$ cat src/rtl/legacy_intc.sv
module legacy_intc (
  input  logic       clk,
  input  logic       rst_n,
  input  logic       is_master,
  input  logic       bus_sel,
  input  logic       bus_wr,
  input  logic       bus_rd,
  input  logic [7:0] bus_wdata,
  output logic [7:0] bus_rdata,
  input  logic [7:0] irq_req,
  output logic       irq_out,
  input  logic       irq_ack,
  output logic       vec_valid,
  output logic [7:0] vec_out,
  input  logic [2:0] casc_in,
  output logic       casc_drive,
  output logic [2:0] casc_out
);

  localparam logic [2:0] ST_IDLE = 3'd0;
  localparam logic [2:0] ST_W2   = 3'd1;
  localparam logic [2:0] ST_W3   = 3'd2;
  localparam logic [2:0] ST_W4   = 3'd3;
  localparam logic [2:0] ST_RUN  = 3'd4;

  logic [2:0] st;
  logic [7:0] mask, irr, isr, req_q, cfg3;
  logic [4:0] base;

  function automatic logic [3:0] top_lvl(input logic [7:0] v);
    top_lvl = 4'd8;
    for (int i = 7; i >= 0; i--)
      if (v[i]) top_lvl = 4'(i);
  endfunction

  logic [3:0] p_lvl, s_lvl;
  logic [2:0] win;
  logic       selected, take, to_slave;
  logic       cmd_wr, data_wr, init_go, eoi_ns, eoi_sp;
  logic [7:0] eoi_clr, take_bit, rise;

  assign p_lvl    = top_lvl(irr & ~mask);
  assign s_lvl    = top_lvl(isr);
  assign win      = p_lvl[2:0];
  assign irq_out  = (st == ST_RUN) && (p_lvl < s_lvl);

  assign selected = is_master || (casc_in == cfg3[2:0]);
  assign take     = irq_ack && irq_out && selected;
  assign to_slave = is_master && cfg3[win];

  assign vec_valid  = take && !to_slave;
  assign vec_out    = vec_valid ? {base, win} : 8'h00;
  assign casc_drive = take && to_slave;
  assign casc_out   = casc_drive ? win : 3'd0;

  assign cmd_wr  = bus_wr && !bus_sel;
  assign data_wr = bus_wr && bus_sel;
  assign init_go = cmd_wr && bus_wdata[4];
  assign eoi_ns  = cmd_wr && bus_wdata[7:3] == 5'b00100;
  assign eoi_sp  = cmd_wr && bus_wdata[7:3] == 5'b01100;

  assign eoi_clr  = (eoi_ns && !s_lvl[3]) ? (8'd1 << s_lvl[2:0]) :
                    eoi_sp ? (8'd1 << bus_wdata[2:0]) : 8'h00;
  assign take_bit = take ? (8'd1 << win) : 8'h00;
  assign rise     = irq_req & ~req_q;

  assign bus_rdata = !bus_rd ? 8'h00 : (bus_sel ? mask : isr);

  always_ff @(posedge clk or negedge rst_n) begin
    if (!rst_n) begin
      st    <= ST_IDLE;
      mask  <= 8'h00;
      irr   <= 8'h00;
      isr   <= 8'h00;
      req_q <= 8'h00;
      cfg3  <= 8'h00;
      base  <= 5'd0;
    end else begin
      req_q <= irq_req;
      if (init_go) begin
        mask <= 8'h00;
        irr  <= 8'h00;
        isr  <= 8'h00;
        st   <= ST_W2;
      end else begin
        irr <= (irr & ~take_bit) | rise;
        isr <= (isr & ~eoi_clr) | take_bit;
        if (data_wr) begin
          case (st)
            ST_W2:   begin base <= bus_wdata[7:3]; st <= ST_W3; end
            ST_W3:   begin cfg3 <= bus_wdata;      st <= ST_W4; end
            ST_W4:   st <= ST_RUN;
            ST_RUN:  mask <= bus_wdata;
            default: ;
          endcase
        end
      end
    end
  end


  init_clear_chk: assert property (@(posedge clk) disable iff (!rst_n)
    init_go |=> (st == ST_W2 && irr == 8'h00 && isr == 8'h00 && !irq_out));


  mask_load_chk: assert property (@(posedge clk) disable iff (!rst_n)
    (data_wr && st == ST_RUN) |=> mask == $past(bus_wdata));


  one_new_service_chk: assert property (@(posedge clk) disable iff (!rst_n)
    $onehot0(isr & ~$past(isr)));


  irq_has_cause_chk: assert property (@(posedge clk) disable iff (!rst_n)
    irq_out |-> (irr & ~mask) != 8'h00);


  vector_marks_service_chk: assert property (@(posedge clk) disable iff (!rst_n)
    (vec_valid && !bus_wr) |=> isr[$past(vec_out[2:0])]);


  eoi_drops_one_chk: assert property (@(posedge clk) disable iff (!rst_n)
    (eoi_ns && isr != 8'h00 && !take) |=> $countones(isr) == $countones($past(isr)) - 1);

endmodule

$ cat config.mk
export PLATFORM = sky130hd
export DESIGN_NAME = legacy_intc
export DESIGN_NICKNAME = d
export VERILOG_FILES = /design/src/rtl/legacy_intc.sv
export SDC_FILE = /design/constraint.sdc
export NUM_CORES = 1
export LEC_CHECK = 0
export BUFFER_PORTS_ARGS = -buffer_cell sky130_fd_sc_hd__buf_2
export CAP_MARGIN = 20
export CELL_PAD_IN_SITES_DETAIL_PLACEMENT = 1
export CELL_PAD_IN_SITES_GLOBAL_PLACEMENT = 2
export CORE_MARGIN = 2
export CORE_UTILIZATION = 23
export DETAILED_ROUTE_END_ITERATION = 7
export GPL_ROUTABILITY_DRIVEN = 0
export GPL_TIMING_DRIVEN = 0
export PLACE_DENSITY = 0.52
export SYNTH_ARGS = -nofsm -noshare
export SYNTH_HDL_FRONTEND = slang
export SYNTH_SLANG_ARGS = --single-unit
export TNS_END_PERCENT = 5
$ cat constraint.sdc
create_clock -name clk -period 4.7 [get_ports clk]
set_clock_uncertainty 0.1 [all_clocks]
set_input_delay 0.235 -clock clk [delete_from_list [all_inputs] [get_ports clk]]
set_output_delay 0.235 -clock clk [all_outputs]
set_load 0.005 [all_outputs]
# ---- Word-level counts from Yosys, hierarchy flattened
# Cells that the tools add are included.
dict set report totals {
  ff_bits 48
  in_bits 26
  output_inout_bits 22
  word_cells 86
}
dict set report op_classes {
  order_cmp 2
  n_eq_ne 7
  n_shift 3
  mux 33
  bitwise_logic 11
  n_reduce_logical 23
}
# op n
set ops {}
lappend ops {{$mux 8} 11}
lappend ops {{$mux 4} 16}
lappend ops {{$and 8x8->8} 4}
lappend ops {{$not 8->8} 4}
lappend ops {{$shl 1x3->8 const A} 3}
lappend ops {{$or 8x8->8} 2}
lappend ops {{$logic_and 1x1->1} 12}
lappend ops {{$mux 3} 3}
lappend ops {{$pmux 3 s3} 1}
lappend ops {{$eq 3x2->1 const B} 2}
lappend ops {{$reduce_and 3->1} 2}
lappend ops {{$eq 5x3->1 const B} 1}
lappend ops {{$eq 5x4->1 const B} 1}
lappend ops {{$lt 3x4->1 const B} 1}
lappend ops {{$lt 4x4->1} 1}
lappend ops {{$reduce_and 2->1} 2}
lappend ops {{$reduce_bool 2->1} 2}
lappend ops {{$reduce_bool 4->1} 1}
lappend ops {{$bmux 1 s3} 1}
lappend ops {{$eq 3x1->1 const B} 1}
lappend ops {{$eq 3x3->1} 1}
lappend ops {{$eq 3x3->1 const B} 1}
lappend ops {{$logic_not 1->1} 3}
lappend ops {{$logic_or 1x1->1} 1}
lappend ops {{other kinds (2)} 2}

# ---- Depth between registers and ports, before layout
dict set report logic_depth {
  depth_word 19
  mapped_depth 11
  ltp_nobuf 11
}

# ---- Least setup slack after synthesis
# Ideal clock, no wire load.
dict set report synth_timing {
  path_type {reg2out}
  from {register isr[2]}
  to {output port vec_out[0]}
  arrival_ns 2.243
  t_required_ns 4.365
  path_slack_ns 2.122
  stages_incl_launch_ff 11
  path_buffers 1
  path_cell_list {dfrtp_1 > clkbuf_1 > nor3_1 > nor3_1 > inv_1 > ha_1 > nor3_1 > a31oi_1 > a31o_4 > nor4_4 > and2_1}
}
dict set report synth_via {
  elab_chain_cells 9
}
# element line_no
set synth_lines {}
lappend synth_lines {{start: declaration} 27} ;# logic [7:0] mask, irr, isr, req_q, cfg3;
lappend synth_lines {{start signal: assignment} 87} ;# isr <= (isr & ~eoi_clr) | take_bit;
lappend synth_lines {{$mux 4 (3 in series)} 33} ;# if (v[i]) top_lvl = 4'(i);
lappend synth_lines {{$lt 4x4->1} 45} ;# assign irq_out = (st == ST_RUN) && (p_lvl < s_lvl);
lappend synth_lines {{$logic_and 1x1->1} 45}
lappend synth_lines {{$logic_and 1x1->1 (2 in series)} 48} ;# assign take = irq_ack && irq_out && selected;
lappend synth_lines {{$logic_and 1x1->1} 51} ;# assign vec_valid = take && !to_slave;
lappend synth_lines {{via vec_valid} 13} ;# output logic vec_valid,
lappend synth_lines {{$mux 8} 52} ;# assign vec_out = vec_valid ? {base, win} : 8'h00;
lappend synth_lines {{end: declaration} 14} ;# output logic [7:0] vec_out,
# The timed path passes the listed nets, and every way through them passes these cells.

# ---- Worst setup path after layout
dict set report layout_timing {
  from {register isr[2]}
  to {output port vec_out[2]}
}
dict set report layout_via {
  elab_chain_cells 9
}
# element line_no
set layout_lines {}
lappend layout_lines {{$mux 4 (3 in series)} 33}
lappend layout_lines {{$lt 4x4->1} 45}
lappend layout_lines {{$logic_and 1x1->1} 45}
lappend layout_lines {{$logic_and 1x1->1 (2 in series)} 48}
lappend layout_lines {{$logic_and 1x1->1} 51}
lappend layout_lines {{$mux 8} 52}
# No other way between the ends.

==> results.txt <==
----------------------------------------------------
[Floorplanning]
  Overall die width ... 114 um
  Overall die area ... 13,100 um^2
  Top Ports ... 48
  Site row count ... 40
  Starting density of the core ... 23.5%
  Core area ... 12,000 um^2
  Y dimension of the die ... 114 um

[Global route]
  Initial antenna violation count ... 0
  Pin count of the biggest net entering global routing ... 30
  Vias in the first global route ... 2,469
  Total grt overflow ... 0
  Total routing resource utilization after global routing ... 15.2%
  Wire length of the first global-routing pass ... 14,900 um

[STA]
  Unrepaired setup endpoints after global routing ... false
  Worst max-slew margin expressed relative to the limit ... 45.0%
  Final-report setup violation count ... 0
  Pins over their slew limit ... 0
  Final hold viol count ... 0
  Timing-limited maximum frequency ... 289 MHz
  Final critical delay including setup and external delays ... 3460 ps
  Final total negative setup slack ... 0 ps
  Final worst path period share ... 73.5%
  Worst-Margin Slew ... 822 ps

[Yosys]
  Post-synthesis average cell area ... 9.95 um^2
  Synthesized cell area ... about 2800 um^2
  Post-synthesis sequential element count ... between 40 and 50
  Number of nets produced by synthesis ... between 300 and 400
  Unique masters post-synth ... 49
  Area contributors post-synth ... dfrtp_1 43%, nand2b_1 5.8%, mux2_2 5.2%
  Post-synthesis cell type with the largest combined area ... dfrtp_1
  Number of standard cells after synthesis ... 282
  Sequential fraction of the synthesis area ... 42.8%
  Number of warnings issued by yosys ... 0
  Fraction of synthesized cell area taken by the top area cell type ... 42.8%

[Drt]
  Via count ... 2,343
  Length of the first detailed-routing pass in iterations ... 4
  Initial detailed-routing violation count ... 81
  DR vias/cell ... 4.75
  Routed wire per std cell ... 18.5 um
  Final wirelength ... 9140 um
  DRC violation count after routing ... 0
  Remaining antenna violation count after routing ... 0

[Cells and area]
  Multi-input logic area ... 1550 um^2
  Combined flip-flop and latch cell area ... 1200 um^2
  Layout cell share with drive strength beyond 1 ... a little over a quarter
  Filler instances ... 1,386
  Number of diodes ... 0
  Final Net Count ... 373
  Most frequent standard cell in the layout excluding fill and tap cells ... dfrtp_1
  Most frequent cells in the layout ... 48 x dfrtp_1, 45 x buf_2, 30 x nand2_1
  Area Growth Syn to Fin ... 24.6%

[CTS]
  Clock tree from TritonCTS ... done
  Number of sinks on the clock net ... 48
  Clock transition at the registers of the reported paths ... about 70 ps
  H-tree levels ... 2
  Clock insertion delay at the later pin of the skew report ... 290 ps
  Root buffer selected by CTS ... clkbuf_16
  Number of setup buffers added after CTS ... 0
  Deepest clock path buffer count ... 2
  Clock buffer count from CTS ... 5

[Run]
  Max capacitance violation total ... 0

[Setup path]
  Largest driver fanout on the critical path ... 8
  Number of buffer and inverter stages on the critical path ... 2
  Worst Setup Path Type ... reg2out
  Required @ worst endpoint ... 4370 ps
  Critical-path cell with the highest stage delay ... o211ai_1
  CP top delay family ... simple AND/OR/NAND/NOR gates
  Most frequent CP cell ... nor3_1
  Startpoint kind of the worst setup timing path ... register
  Crit-path cells ... clkbuf_1 -> nor4_4 -> nand2_1 -> ha_1 -> nor3_1 -> o211ai_1 -> nand2b_1 -> a21o_1 -> nor3_1 -> buf_2
  Delay of the slowest cell on the worst path ... 400 ps
  Nature of the critical path endpoint ... output port
  Crit path DAT ... 3120 ps

[Pwr]
  Largest vdd supply drop ... roughly 0.16 mV
  Sum of internal, switching and leakage power ... 0.00135 W
  Total power per unit cell area ... 386 nW/um^2
  Leakage ... between 1 and 1.5 nW

[Placed design]
  Number of buffers inserted by port buffering ... 45
  Half-perimeter wire length of the detailed placement result ... 6940 um

[Status]
  Status ... completed

[Hold path]
  Worst min-delay path class ... in2reg

----------------------------------------------------
## per-stage QoR
| step | hold WS, ps | area [um^2] | setup WS (ps) | utilization [%] | std cells |
|---|---|---|---|---|---|
| 2_1_floorplan | -161 | 2810 | 2120 | - | 282 |
| 3_3_place_gp | 260 | 3220 | 1550 | 26.9 | 474 |
| 3_5_place_dp | 143 | 3240 | 1560 | 27.1 | 475 |
| 4_1_cts | 139 | 3490 | 1260 | 29.2 | 492 |
| 5_1_grt | 156 | 3500 | 945 | 29.2 | 493 |
| 6_report | 138 | 3500 | 1240 | 29.2 | 493 |
## registers in the layout, summed over array words and instances, names as in the netlist
signal  count
req_q       8
irr         8
isr         8
base        5
st          3
cfg3        8
mask        8
## worst paths after layout
kind,start,end,slack (ps),depth (start not counted)
max in group asynchronous,rst_n,st[1],3590,3
min reg2reg,req_q[3],irr[3],390,2
max reg2reg,isr[2],irr[3],1570,9
min in group asynchronous,rst_n,req_q[4],370,2
max,isr[2],vec_out[2],1240,10
min,bus_wdata[7],mask[7],140,3
## where the power goes
group | switching [W] | total, W | internal (W)
combinational | 0.000201 | 0.000372 | 0.000171
clock | 0.000160 | 0.000411 | 0.000251
sequential | 0.0000681 | 0.000568 | 0.000500
## cell families after synthesis
family,after synthesis,synth area share (%)
AO/OA/AOI/OAI,66,17.7
XOR/XNOR,3,0.936
adder cells (fa/ha/maj),2,0.892
buffers and inverters,13,2.01
flip-flops,48,42.8
multiplexers,23,8.78
AND/OR/NAND/NOR,127,26.9
## metal layers
| metal | vias to the layer above | routed length [um] | track usage (%) |
|---|---|---|---|
| li1 | 1142 | - | - |
| met1 | 1152 | 4490 | 21.1 |
| met2 | 40 | 4270 | 24.5 |
| met3 | 9 | 229 | 2.44 |
| met4 | 0 | 151 | 4.39 |
| met5 | - | 0 | 0 |
## tightest hold or removal path, delay by kind of cell
kind | cells | cell delay [ps]
AND/OR/NAND/NOR | 1 | 60
buffers and inverters | 1 | 140
AO/OA/AOI/OAI | 1 | 60
## repair_timing
item | 4_1_cts | 5_1_grt
gates resized for setup | 0 | 0
hold buffers | 9 | 0
endpoints found under the hold margin | 27 | 0
## cell usage after synthesis (all sizes together)
| master | instances |
|---|---|
| xor2 | 3 |
| inv | 3 |
| clkbuf | 8 |
| mux2 | 13 |
| mux2i | 10 |
| and2 | 7 |
| nor3 | 11 |
| o21bai | 1 |
| a311oi | 1 |
| a221oi | 2 |
| a31o | 1 |
| a21oi | 16 |
| o311ai | 2 |
| a211oi | 1 |
| nand2 | 30 |
| a22o | 1 |
| dfrtp | 48 |
| a31oi | 3 |
| or2 | 1 |
| o211ai | 4 |
| nor2 | 12 |
| o32ai | 1 |
| ha | 2 |
| nand3b | 1 |
| nand2b | 28 |
| nand3 | 5 |
| o2111ai | 3 |
| buf | 2 |
| o31a | 1 |
| o21ai | 22 |
| nor2b | 15 |
| o31ai | 1 |
| and3b | 1 |
| and3 | 1 |
| or3 | 2 |
| nand4b | 1 |
| o22ai | 3 |
| nor4 | 10 |
| a21o | 3 |
| nor4b | 2 |
## layout make-up
type	instances	area share (%)
Sequential cell	48	34.3
Clock inverter	2	1.00
Clock buffer	6	3.69
Multi-Input combinational cell	221	44.3
Inverter	3	0.322
Timing Repair Buffer	56	9.80
Buffer	10	1.29
Tap cell	147	5.26
(Power assumes the default switching activity.)
